--- src/rtl/udec_pkg.sv ---
package udec_pkg;
  localparam int CMP_W = 15;
  localparam logic [CMP_W-1:0] KEY_ADDR_A = 15'h5555;
  localparam logic [CMP_W-1:0] KEY_ADDR_B = 15'h2AAA;
  localparam logic [7:0] KEY_DATA_A = 8'hAA;
  localparam logic [7:0] KEY_DATA_B = 8'h55;
  localparam logic [7:0] OP_PROT_ON  = 8'hA0;
  localparam logic [7:0] OP_ID_SHORT = 8'h90;
  localparam logic [7:0] OP_ID_EXIT  = 8'hF0;
  localparam logic [7:0] OP_LONG     = 8'h80;
  localparam logic [7:0] OP_PROT_OFF = 8'h20;
  localparam logic [7:0] OP_ERASE    = 8'h10;
  localparam logic [7:0] OP_ID_LONG  = 8'h60;
  localparam logic [7:0] OP_LOCK     = 8'h40;
  localparam logic [7:0] ID_MFR      = 8'hDA;
  localparam logic [7:0] ID_DEV      = 8'h46;
  localparam logic [7:0] ID_LOCKED   = 8'hFF;
  localparam logic [7:0] ID_OPEN     = 8'hFE;

  typedef enum logic [2:0] {
    ST_IDLE, ST_KEY1, ST_KEY2, ST_EXT3, ST_EXT4, ST_EXT5, ST_LOCK6
  } seq_t;
endpackage

--- src/rtl/udec_match.sv ---
module udec_match
  import udec_pkg::*;
(
  input  logic [CMP_W-1:0] addr,
  input  logic [7:0]       data,
  output logic             at_a,
  output logic             key_a,
  output logic             key_b,
  output logic             lock_lo_step,
  output logic             lock_hi_step
);
  always_comb begin
    at_a         = (addr == KEY_ADDR_A);
    key_a        = at_a && (data == KEY_DATA_A);
    key_b        = (addr == KEY_ADDR_B) && (data == KEY_DATA_B);
    lock_lo_step = (addr == '0) && (data == 8'h00);
    lock_hi_step = (&addr) && (data == 8'hFF);
  end
endmodule

--- src/rtl/udec_region.sv ---
module udec_region #(
  parameter int HI_W = 5
) (
  input  logic [HI_W-1:0] addr_hi,
  input  logic            lock_lo,
  input  logic            lock_hi,
  output logic            blocked
);
  always_comb begin
    blocked = (lock_lo && (addr_hi == '0)) || (lock_hi && (&addr_hi));
  end
endmodule

--- src/rtl/udec_idmux.sv ---
module udec_idmux
  import udec_pkg::*;
#(
  parameter int ADDR_W = 19
) (
  input  logic [ADDR_W-1:0] rd_addr,
  input  logic [7:0]        array_rd_data,
  input  logic              id_mode,
  input  logic              lock_lo,
  input  logic              lock_hi,
  output logic [7:0]        rd_data
);
  localparam logic [ADDR_W-1:0] A_MFR = ADDR_W'(0);
  localparam logic [ADDR_W-1:0] A_DEV = ADDR_W'(1);
  localparam logic [ADDR_W-1:0] A_LO  = ADDR_W'(2);
  localparam logic [ADDR_W-1:0] A_HI  = {{(ADDR_W-4){1'b1}}, 4'h2};

  always_comb begin
    rd_data = array_rd_data;
    if (id_mode) begin
      if (rd_addr == A_MFR)      rd_data = ID_MFR;
      else if (rd_addr == A_DEV) rd_data = ID_DEV;
      else if (rd_addr == A_LO)  rd_data = lock_lo ? ID_LOCKED : ID_OPEN;
      else if (rd_addr == A_HI)  rd_data = lock_hi ? ID_LOCKED : ID_OPEN;
    end
  end
endmodule

--- src/rtl/udec_fsm.sv ---
module udec_fsm
  import udec_pkg::*;
#(
  parameter int ADDR_W = 19,
  parameter int BOOT_W = 14
) (
  input  logic              clk,
  input  logic              rst_n,
  input  logic              pwr_cycle,
  input  logic              page_end,
  input  logic              wr_valid,
  input  logic [ADDR_W-1:0] wr_addr,
  input  logic [7:0]        wr_data,
  input  logic              at_a,
  input  logic              key_a,
  input  logic              key_b,
  input  logic              lock_lo_step,
  input  logic              lock_hi_step,
  input  logic              blocked,
  output logic              byte_load,
  output logic [ADDR_W-1:0] byte_addr,
  output logic [7:0]        byte_data,
  output logic              erase_req,
  output logic              id_mode,
  output logic              lock_lo,
  output logic              lock_hi
);
  seq_t st_q, st_d;
  logic prot_q, win_q;
  logic wr_ok, consumed, pass;
  logic set_prot, clr_prot, set_id, clr_id, do_erase, set_llo, set_lhi;

  assign wr_ok = wr_valid && !pwr_cycle;

  always_comb begin
    st_d = st_q;
    consumed = 1'b0;
    set_prot = 1'b0; clr_prot = 1'b0;
    set_id = 1'b0;   clr_id = 1'b0;
    do_erase = 1'b0;
    set_llo = 1'b0;  set_lhi = 1'b0;
    if (wr_ok) begin
      st_d = ST_IDLE;
      if (!(prot_q && win_q)) begin
        unique case (st_q)
          ST_IDLE: if (key_a) begin st_d = ST_KEY1; consumed = 1'b1; end
          ST_KEY1: if (key_b) begin st_d = ST_KEY2; consumed = 1'b1; end
          ST_KEY2: if (at_a) begin
            consumed = 1'b1;
            case (wr_data)
              OP_PROT_ON:  set_prot = 1'b1;
              OP_ID_SHORT: set_id = 1'b1;
              OP_ID_EXIT:  clr_id = 1'b1;
              OP_LONG:     st_d = ST_EXT3;
              default:     consumed = 1'b0;
            endcase
          end
          ST_EXT3: if (key_a) begin st_d = ST_EXT4; consumed = 1'b1; end
          ST_EXT4: if (key_b) begin st_d = ST_EXT5; consumed = 1'b1; end
          ST_EXT5: if (at_a) begin
            consumed = 1'b1;
            case (wr_data)
              OP_PROT_OFF: clr_prot = 1'b1;
              OP_ERASE:    do_erase = !lock_lo && !lock_hi;
              OP_ID_LONG:  set_id = 1'b1;
              OP_LOCK:     st_d = ST_LOCK6;
              default:     consumed = 1'b0;
            endcase
          end
          ST_LOCK6: begin
            consumed = lock_lo_step || lock_hi_step;
            set_llo  = lock_lo_step;
            set_lhi  = lock_hi_step;
          end
          default: st_d = ST_IDLE;
        endcase
      end
    end
    pass = wr_ok && !consumed && (!prot_q || win_q) && !blocked;
  end

  // state that survives a supply drop
  always_ff @(posedge clk or negedge rst_n) begin
    if (!rst_n) begin
      prot_q  <= 1'b1;
      lock_lo <= 1'b0;
      lock_hi <= 1'b0;
    end else begin
      if (set_prot)      prot_q <= 1'b1;
      else if (clr_prot) prot_q <= 1'b0;
      if (set_llo) lock_lo <= 1'b1;
      if (set_lhi) lock_hi <= 1'b1;
    end
  end

  // state lost on a supply drop
  always_ff @(posedge clk or negedge rst_n) begin
    if (!rst_n) begin
      st_q      <= ST_IDLE;
      win_q     <= 1'b0;
      id_mode   <= 1'b0;
      erase_req <= 1'b0;
      byte_load <= 1'b0;
      byte_addr <= '0;
      byte_data <= '0;
    end else if (pwr_cycle) begin
      st_q      <= ST_IDLE;
      win_q     <= 1'b0;
      id_mode   <= 1'b0;
      erase_req <= 1'b0;
      byte_load <= 1'b0;
    end else begin
      st_q      <= st_d;
      erase_req <= do_erase;
      byte_load <= pass;
      if (pass) begin
        byte_addr <= wr_addr;
        byte_data <= wr_data;
      end
      if (set_prot)                  win_q <= 1'b1;
      else if (clr_prot || page_end) win_q <= 1'b0;
      if (set_id)      id_mode <= 1'b1;
      else if (clr_id) id_mode <= 1'b0;
    end
  end

  p_erase_needs_unlocked_r5: assert property (@(posedge clk) disable iff (!rst_n)
    erase_req |-> (!lock_lo && !lock_hi));
  p_erase_single_r5: assert property (@(posedge clk) disable iff (!rst_n)
    erase_req |=> !erase_req);
  p_id_cleared_by_pwr_r6: assert property (@(posedge clk) disable iff (!rst_n)
    pwr_cycle |=> !id_mode);
  p_lock_lo_sticky_r8: assert property (@(posedge clk) disable iff (!rst_n)
    lock_lo |=> lock_lo);
  p_lock_hi_sticky_r8: assert property (@(posedge clk) disable iff (!rst_n)
    lock_hi |=> lock_hi);
  p_no_load_locked_lo_r9: assert property (@(posedge clk) disable iff (!rst_n)
    (byte_load && lock_lo) |-> (byte_addr[ADDR_W-1:BOOT_W] != '0));
  p_no_load_locked_hi_r9: assert property (@(posedge clk) disable iff (!rst_n)
    (byte_load && lock_hi) |-> !(&byte_addr[ADDR_W-1:BOOT_W]));
endmodule

--- src/rtl/unlock_cmd_decoder.sv ---
module unlock_cmd_decoder
  import udec_pkg::*;
#(
  parameter int ADDR_W = 19,
  parameter int BOOT_W = 14
) (
  input  logic              clk,
  input  logic              rst_n,
  input  logic              pwr_cycle,
  input  logic              page_end,
  input  logic              wr_valid,
  input  logic [ADDR_W-1:0] wr_addr,
  input  logic [7:0]        wr_data,
  input  logic [ADDR_W-1:0] rd_addr,
  input  logic [7:0]        array_rd_data,
  output logic              byte_load,
  output logic [ADDR_W-1:0] byte_addr,
  output logic [7:0]        byte_data,
  output logic              erase_req,
  output logic              id_mode,
  output logic              lock_lo,
  output logic              lock_hi,
  output logic [7:0]        rd_data
);
  localparam int HI_W = ADDR_W - BOOT_W;

  logic at_a, key_a, key_b, lo_step, hi_step, blocked;

  udec_match u_match (
    .addr(wr_addr[CMP_W-1:0]), .data(wr_data),
    .at_a(at_a), .key_a(key_a), .key_b(key_b),
    .lock_lo_step(lo_step), .lock_hi_step(hi_step)
  );

  udec_region #(.HI_W(HI_W)) u_region (
    .addr_hi(wr_addr[ADDR_W-1:BOOT_W]), .lock_lo(lock_lo),
    .lock_hi(lock_hi), .blocked(blocked)
  );

  udec_fsm #(.ADDR_W(ADDR_W), .BOOT_W(BOOT_W)) u_fsm (
    .clk(clk), .rst_n(rst_n), .pwr_cycle(pwr_cycle), .page_end(page_end),
    .wr_valid(wr_valid), .wr_addr(wr_addr), .wr_data(wr_data),
    .at_a(at_a), .key_a(key_a), .key_b(key_b),
    .lock_lo_step(lo_step), .lock_hi_step(hi_step), .blocked(blocked),
    .byte_load(byte_load), .byte_addr(byte_addr), .byte_data(byte_data),
    .erase_req(erase_req), .id_mode(id_mode),
    .lock_lo(lock_lo), .lock_hi(lock_hi)
  );

  udec_idmux #(.ADDR_W(ADDR_W)) u_idmux (
    .rd_addr(rd_addr), .array_rd_data(array_rd_data), .id_mode(id_mode),
    .lock_lo(lock_lo), .lock_hi(lock_hi), .rd_data(rd_data)
  );
endmodule

--- config.mk ---
export PLATFORM = sky130hd
export DESIGN_NAME = unlock_cmd_decoder
export DESIGN_NICKNAME = d
export VERILOG_FILES = /design/src/rtl/udec_pkg.sv /design/src/rtl/udec_match.sv /design/src/rtl/udec_region.sv /design/src/rtl/udec_idmux.sv /design/src/rtl/udec_fsm.sv /design/src/rtl/unlock_cmd_decoder.sv
export SDC_FILE = /design/constraint.sdc
export NUM_CORES = 1
export LEC_CHECK = 0
export ABC_AREA = 1
export CAP_MARGIN = 5
export CORE_ASPECT_RATIO = 0.6
export CORE_MARGIN = 2
export CORE_UTILIZATION = 49
export CTS_BUF_LIST = sky130_fd_sc_hd__clkbuf_4
export CTS_CLUSTER_SIZE = 8
export DETAILED_ROUTE_END_ITERATION = 8
export PLACE_DENSITY = 0.89
export SLEW_MARGIN = 20
export SYNTH_ARGS = -nofsm -noshare
export SYNTH_HDL_FRONTEND = slang
export SYNTH_SLANG_ARGS = --single-unit
--- constraint.sdc ---
create_clock -name clk -period 4.1 [get_ports clk]
set_input_delay 1.23 -clock clk [delete_from_list [all_inputs] [get_ports clk]]
set_output_delay 1.23 -clock clk [all_outputs]
set_load 0.1 [all_outputs]
==> impl_metrics.env, run 1 <==
export IMPL_core_um2=5000
export IMPL_start_util_pct=50.2
export IMPL_via_per_inst=5.61
export IMPL_place_gp_congestion=0.923
export IMPL_grt_max_degree=38
export IMPL_antenna_cells=0
export IMPL_critical_path_slowest_cell="clkdlybuf4s50_1"
export IMPL_period_needed_ns=4.14
export IMPL_rows=20
export IMPL_fmax_ghz=0.242
export IMPL_ys_seq_area_share_pct=36.9
export IMPL_peakVddDrop_mv=0.246
export IMPL_violations="setup timing"
export IMPL_required_ns=2.87
export IMPL_synth_area_um2=2510
export IMPL_hpwl_um=6090
export IMPL_worst_slew_pin_slew_ns=0.992
export IMPL_regArea_um2=927
export IMPL_skew_ns=0.0131
export IMPL_num_vias=3083
export IMPL_powerDensity_nw_per_um2=335
export IMPL_hold_depth=2
export IMPL_yosys_warnings=0
export IMPL_ant_nets=0
export IMPL_end_kind="output pin"
export IMPL_cts_buffer_depth=2
export IMPL_period_share_pct=101
export IMPL_status="finished with violations"
export IMPL_drtIter0Drc=188
export IMPL_area_delta_synth_final_pct=53.3
export IMPL_grt_pass1_vias=2658
export IMPL_io_buffers=98
export IMPL_final_cells=550
export IMPL_syn_nets=440
export IMPL_root_buffer="clkbuf_4"
export IMPL_clock_sinks=37
export IMPL_p_leak_nw=1.88
export IMPL_cp_cell_sequence="clkdlybuf4s50_1 > nor2_1 > nand2_1 > nor2_4 > nand3_2 > nand2_4 > o21ai_1 > a21oi_2 > buf_12"
export IMPL_synth_seq_cells=37
export IMPL_synth_avg_cell_area_um2=6.59
export IMPL_die_w_um=96.4
export IMPL_die_h_um=59.5
export IMPL_tns_ns=-0.0874
export IMPL_drt_pass1_iter_count=5
export IMPL_slew_headroom_pct=33.7
export IMPL_hold_violations=0
export IMPL_cp_depth=9
export IMPL_ys_types=28
export IMPL_rr_worst_depth=11
export IMPL_drv_cap=0
export IMPL_final_area_um2=3850
export IMPL_io_pins=99
export IMPL_crit_buf_inv=2
export IMPL_clkTransAtPathRegs_ns=0.11
export IMPL_drive_above_1_share_pct=15.1
export IMPL_setup_viol=4
export IMPL_grt_pass1_wl_um=12300
export IMPL_post_dp_cell_area_um2=3600
export IMPL_fillers=364
export IMPL_wirelength_um=9050
export IMPL_avgRoutedWirePerCell_um=16.4
export IMPL_grt_overflow=0
export IMPL_cp_top_family="simple AND/OR/NAND/NOR gates"
export IMPL_crit_fanout=4
export IMPL_max_stage_delay_ns=0.43
export IMPL_hold_path_class="register to register"
export IMPL_multi_input_area_um2=1480
export IMPL_grt_use_total_pct=28.4
export IMPL_fin_nets=542
export IMPL_dpl_cell_count=538
export IMPL_clock_latency_ns=0.37
export IMPL_ctsHtreeMaxLevel=2
export IMPL_drc_errors=0
export IMPL_timing_final_ws_setup_ns=-0.0367
export IMPL_maxSlewViolCount=0
export IMPL_syn_inst=381
export IMPL_grt_antenna_before_repair=0
export IMPL_die_area_um2=5730
export IMPL_arrival_ns=2.91
export IMPL_cts_buffers=5
export IMPL_cts_tree="built"
export IMPL_start_kind="primary input"
export IMPL_crit_type="primary input to output pin"
## metrics by stage
step / setup slack [ns] / utilization, % / hold WS, ns / power, W
finish: -0.0367 / 76.9 / 0.487 / 0.00129
global placement: -0.00100 / 72.0 / 0.456 / 0.00101
detailed placement: -0.000301 / 72.0 / 0.462 / 0.00102
CTS: -0.00417 / 73.7 / 0.490 / 0.00128
floorplan: -0.497 / - / 0.455 / 0.000822
global route: -0.0737 / 76.9 / 0.510 / 0.00133
## worst paths after layout
path	startpoint	end	slack, ns
setup / recovery	rd_addr[13]	rd_data[3]	-0.04
hold / removal	u_fsm.byte_addr[16]	u_fsm.byte_addr[16]	0.49
setup reg to reg	u_fsm.st_q[2]	u_fsm.byte_data[1]	1.87
hold reg to reg	u_fsm.byte_addr[16]	u_fsm.byte_addr[16]	0.49
max in group asynchronous	rst_n	u_fsm.byte_addr[6]	2.61
min in group asynchronous	rst_n	u_fsm.byte_addr[8]	0.95
## repair_timing
item | in CTS | in global routing
setup endpoints to repair | 3 | 8
pin swaps | 1 | 16
hold buffers | 0 | 0
gates resized for setup | 0 | 42
buffers inserted | 1 | 3
## cells in the final DEF (no fill, tap or decap), types with 2 or more instances in the layout
master	synthesis	routed
nor4_1	5	4
buf_4	3	6
nand2_4	1	2
nand2_2	10	15
buf_12	1	8
inv_1	43	39
o21ai_2	0	2
o21ai_1	0	2
nand4_1	20	20
nand3_2	2	7
clkbuf_4	0	5
nor3_1	4	2
a21oi_1	10	5
nor2_2	3	4
nor3_2	1	2
dfrtp_1	36	36
inv_2	2	6
o21ai_0	7	3
nand3_1	52	47
clkdlybuf4s50_1	0	81
nor2_4	1	3
a21oi_2	0	4
nor2_1	55	52
nand2_1	115	109
dlymetal6s2s_1	0	7
## worst min-delay path, stage by stage, from the launching register on
cell	delay, ns
dfrtp_1	0.37
nand2_1	0.05
nand2_1	0.04
## area by class of cell
cell class,count,share of cell area (%)
Tap cell,66,2.14
Clock inverter,3,1.07
Inverter,45,4.39
Clock buffer,5,0.975
Sequential cell,37,24.1
Timing Repair Buffer,103,28.8
Multi-Input combinational cell,291,38.5
## metal layers
| layer | share of wire (%) | global-route usage, % | vias to the layer above |
|---|---|---|---|
| met5 | 0 | 0 | - |
| met4 | 1.7 | 7.85 | 0 |
| met3 | 11 | 7.89 | 22 |
| met2 | 46 | 44.9 | 188 |
| met1 | 41 | 38.6 | 1421 |
| li1 | - | - | 1452 |
## registers in the layout, summed over array words and instances, names as in the netlist
register and count:
u_fsm.byte_addr 19, u_fsm.byte_data 8, u_fsm.byte_load 1, u_fsm.erase_req 1, u_fsm.id_mode 1, u_fsm.lock_hi 1
u_fsm.lock_lo 1, u_fsm.prot_q 1, u_fsm.st_q 3, u_fsm.win_q 1
## report_power, final
| group | switching, W | internal [W] |
|---|---|---|
| combinational | 0.000438 | 0.000160 |
| clock | 0.000138 | 0.000126 |
| sequential | 0.0000240 | 0.000402 |
## cells in the mapped netlist, drive strengths merged
| library cell | count | area [µm²] |
|---|---|---|
| clkbuf | 2 | 7.51 |
| buf | 6 | 58.8 |
| a41oi | 1 | 8.76 |
| o311a | 1 | 10.0 |
| nor3 | 5 | 30.0 |
| dfstp | 1 | 26.3 |
| a21oi | 10 | 50.1 |
| nand3 | 54 | 280 |
| nor4 | 5 | 31.3 |
| inv | 45 | 169 |
| a22o | 1 | 8.76 |
| dfrtp | 36 | 901 |
| o21ai | 7 | 35.0 |
| nand4 | 20 | 125 |
| nand2 | 127 | 526 |
| nor2 | 59 | 236 |
| nand3b | 1 | 7.51 |
## cell families (layout without fill, tap and decap cells)
| logic type | count (synthesis) | after routing | share of synthesized area [%] |
|---|---|---|---|
| buffers and inverters | 53 | 156 | 9.37 |
| AO/OA/AOI/OAI | 20 | 20 | 4.48 |
| AND/OR/NAND/NOR | 271 | 271 | 49.2 |
| flip-flops | 37 | 37 | 36.9 |
No activity file was read; power rests on OpenSTA's default activity.
==> run 2: changes to the inputs <==
HOLD_SLACK_MARGIN = 0.08   (was not set)
==> results of run 2 <==
Same layout as run 1: the final DEF is identical, and so are final timing and power.
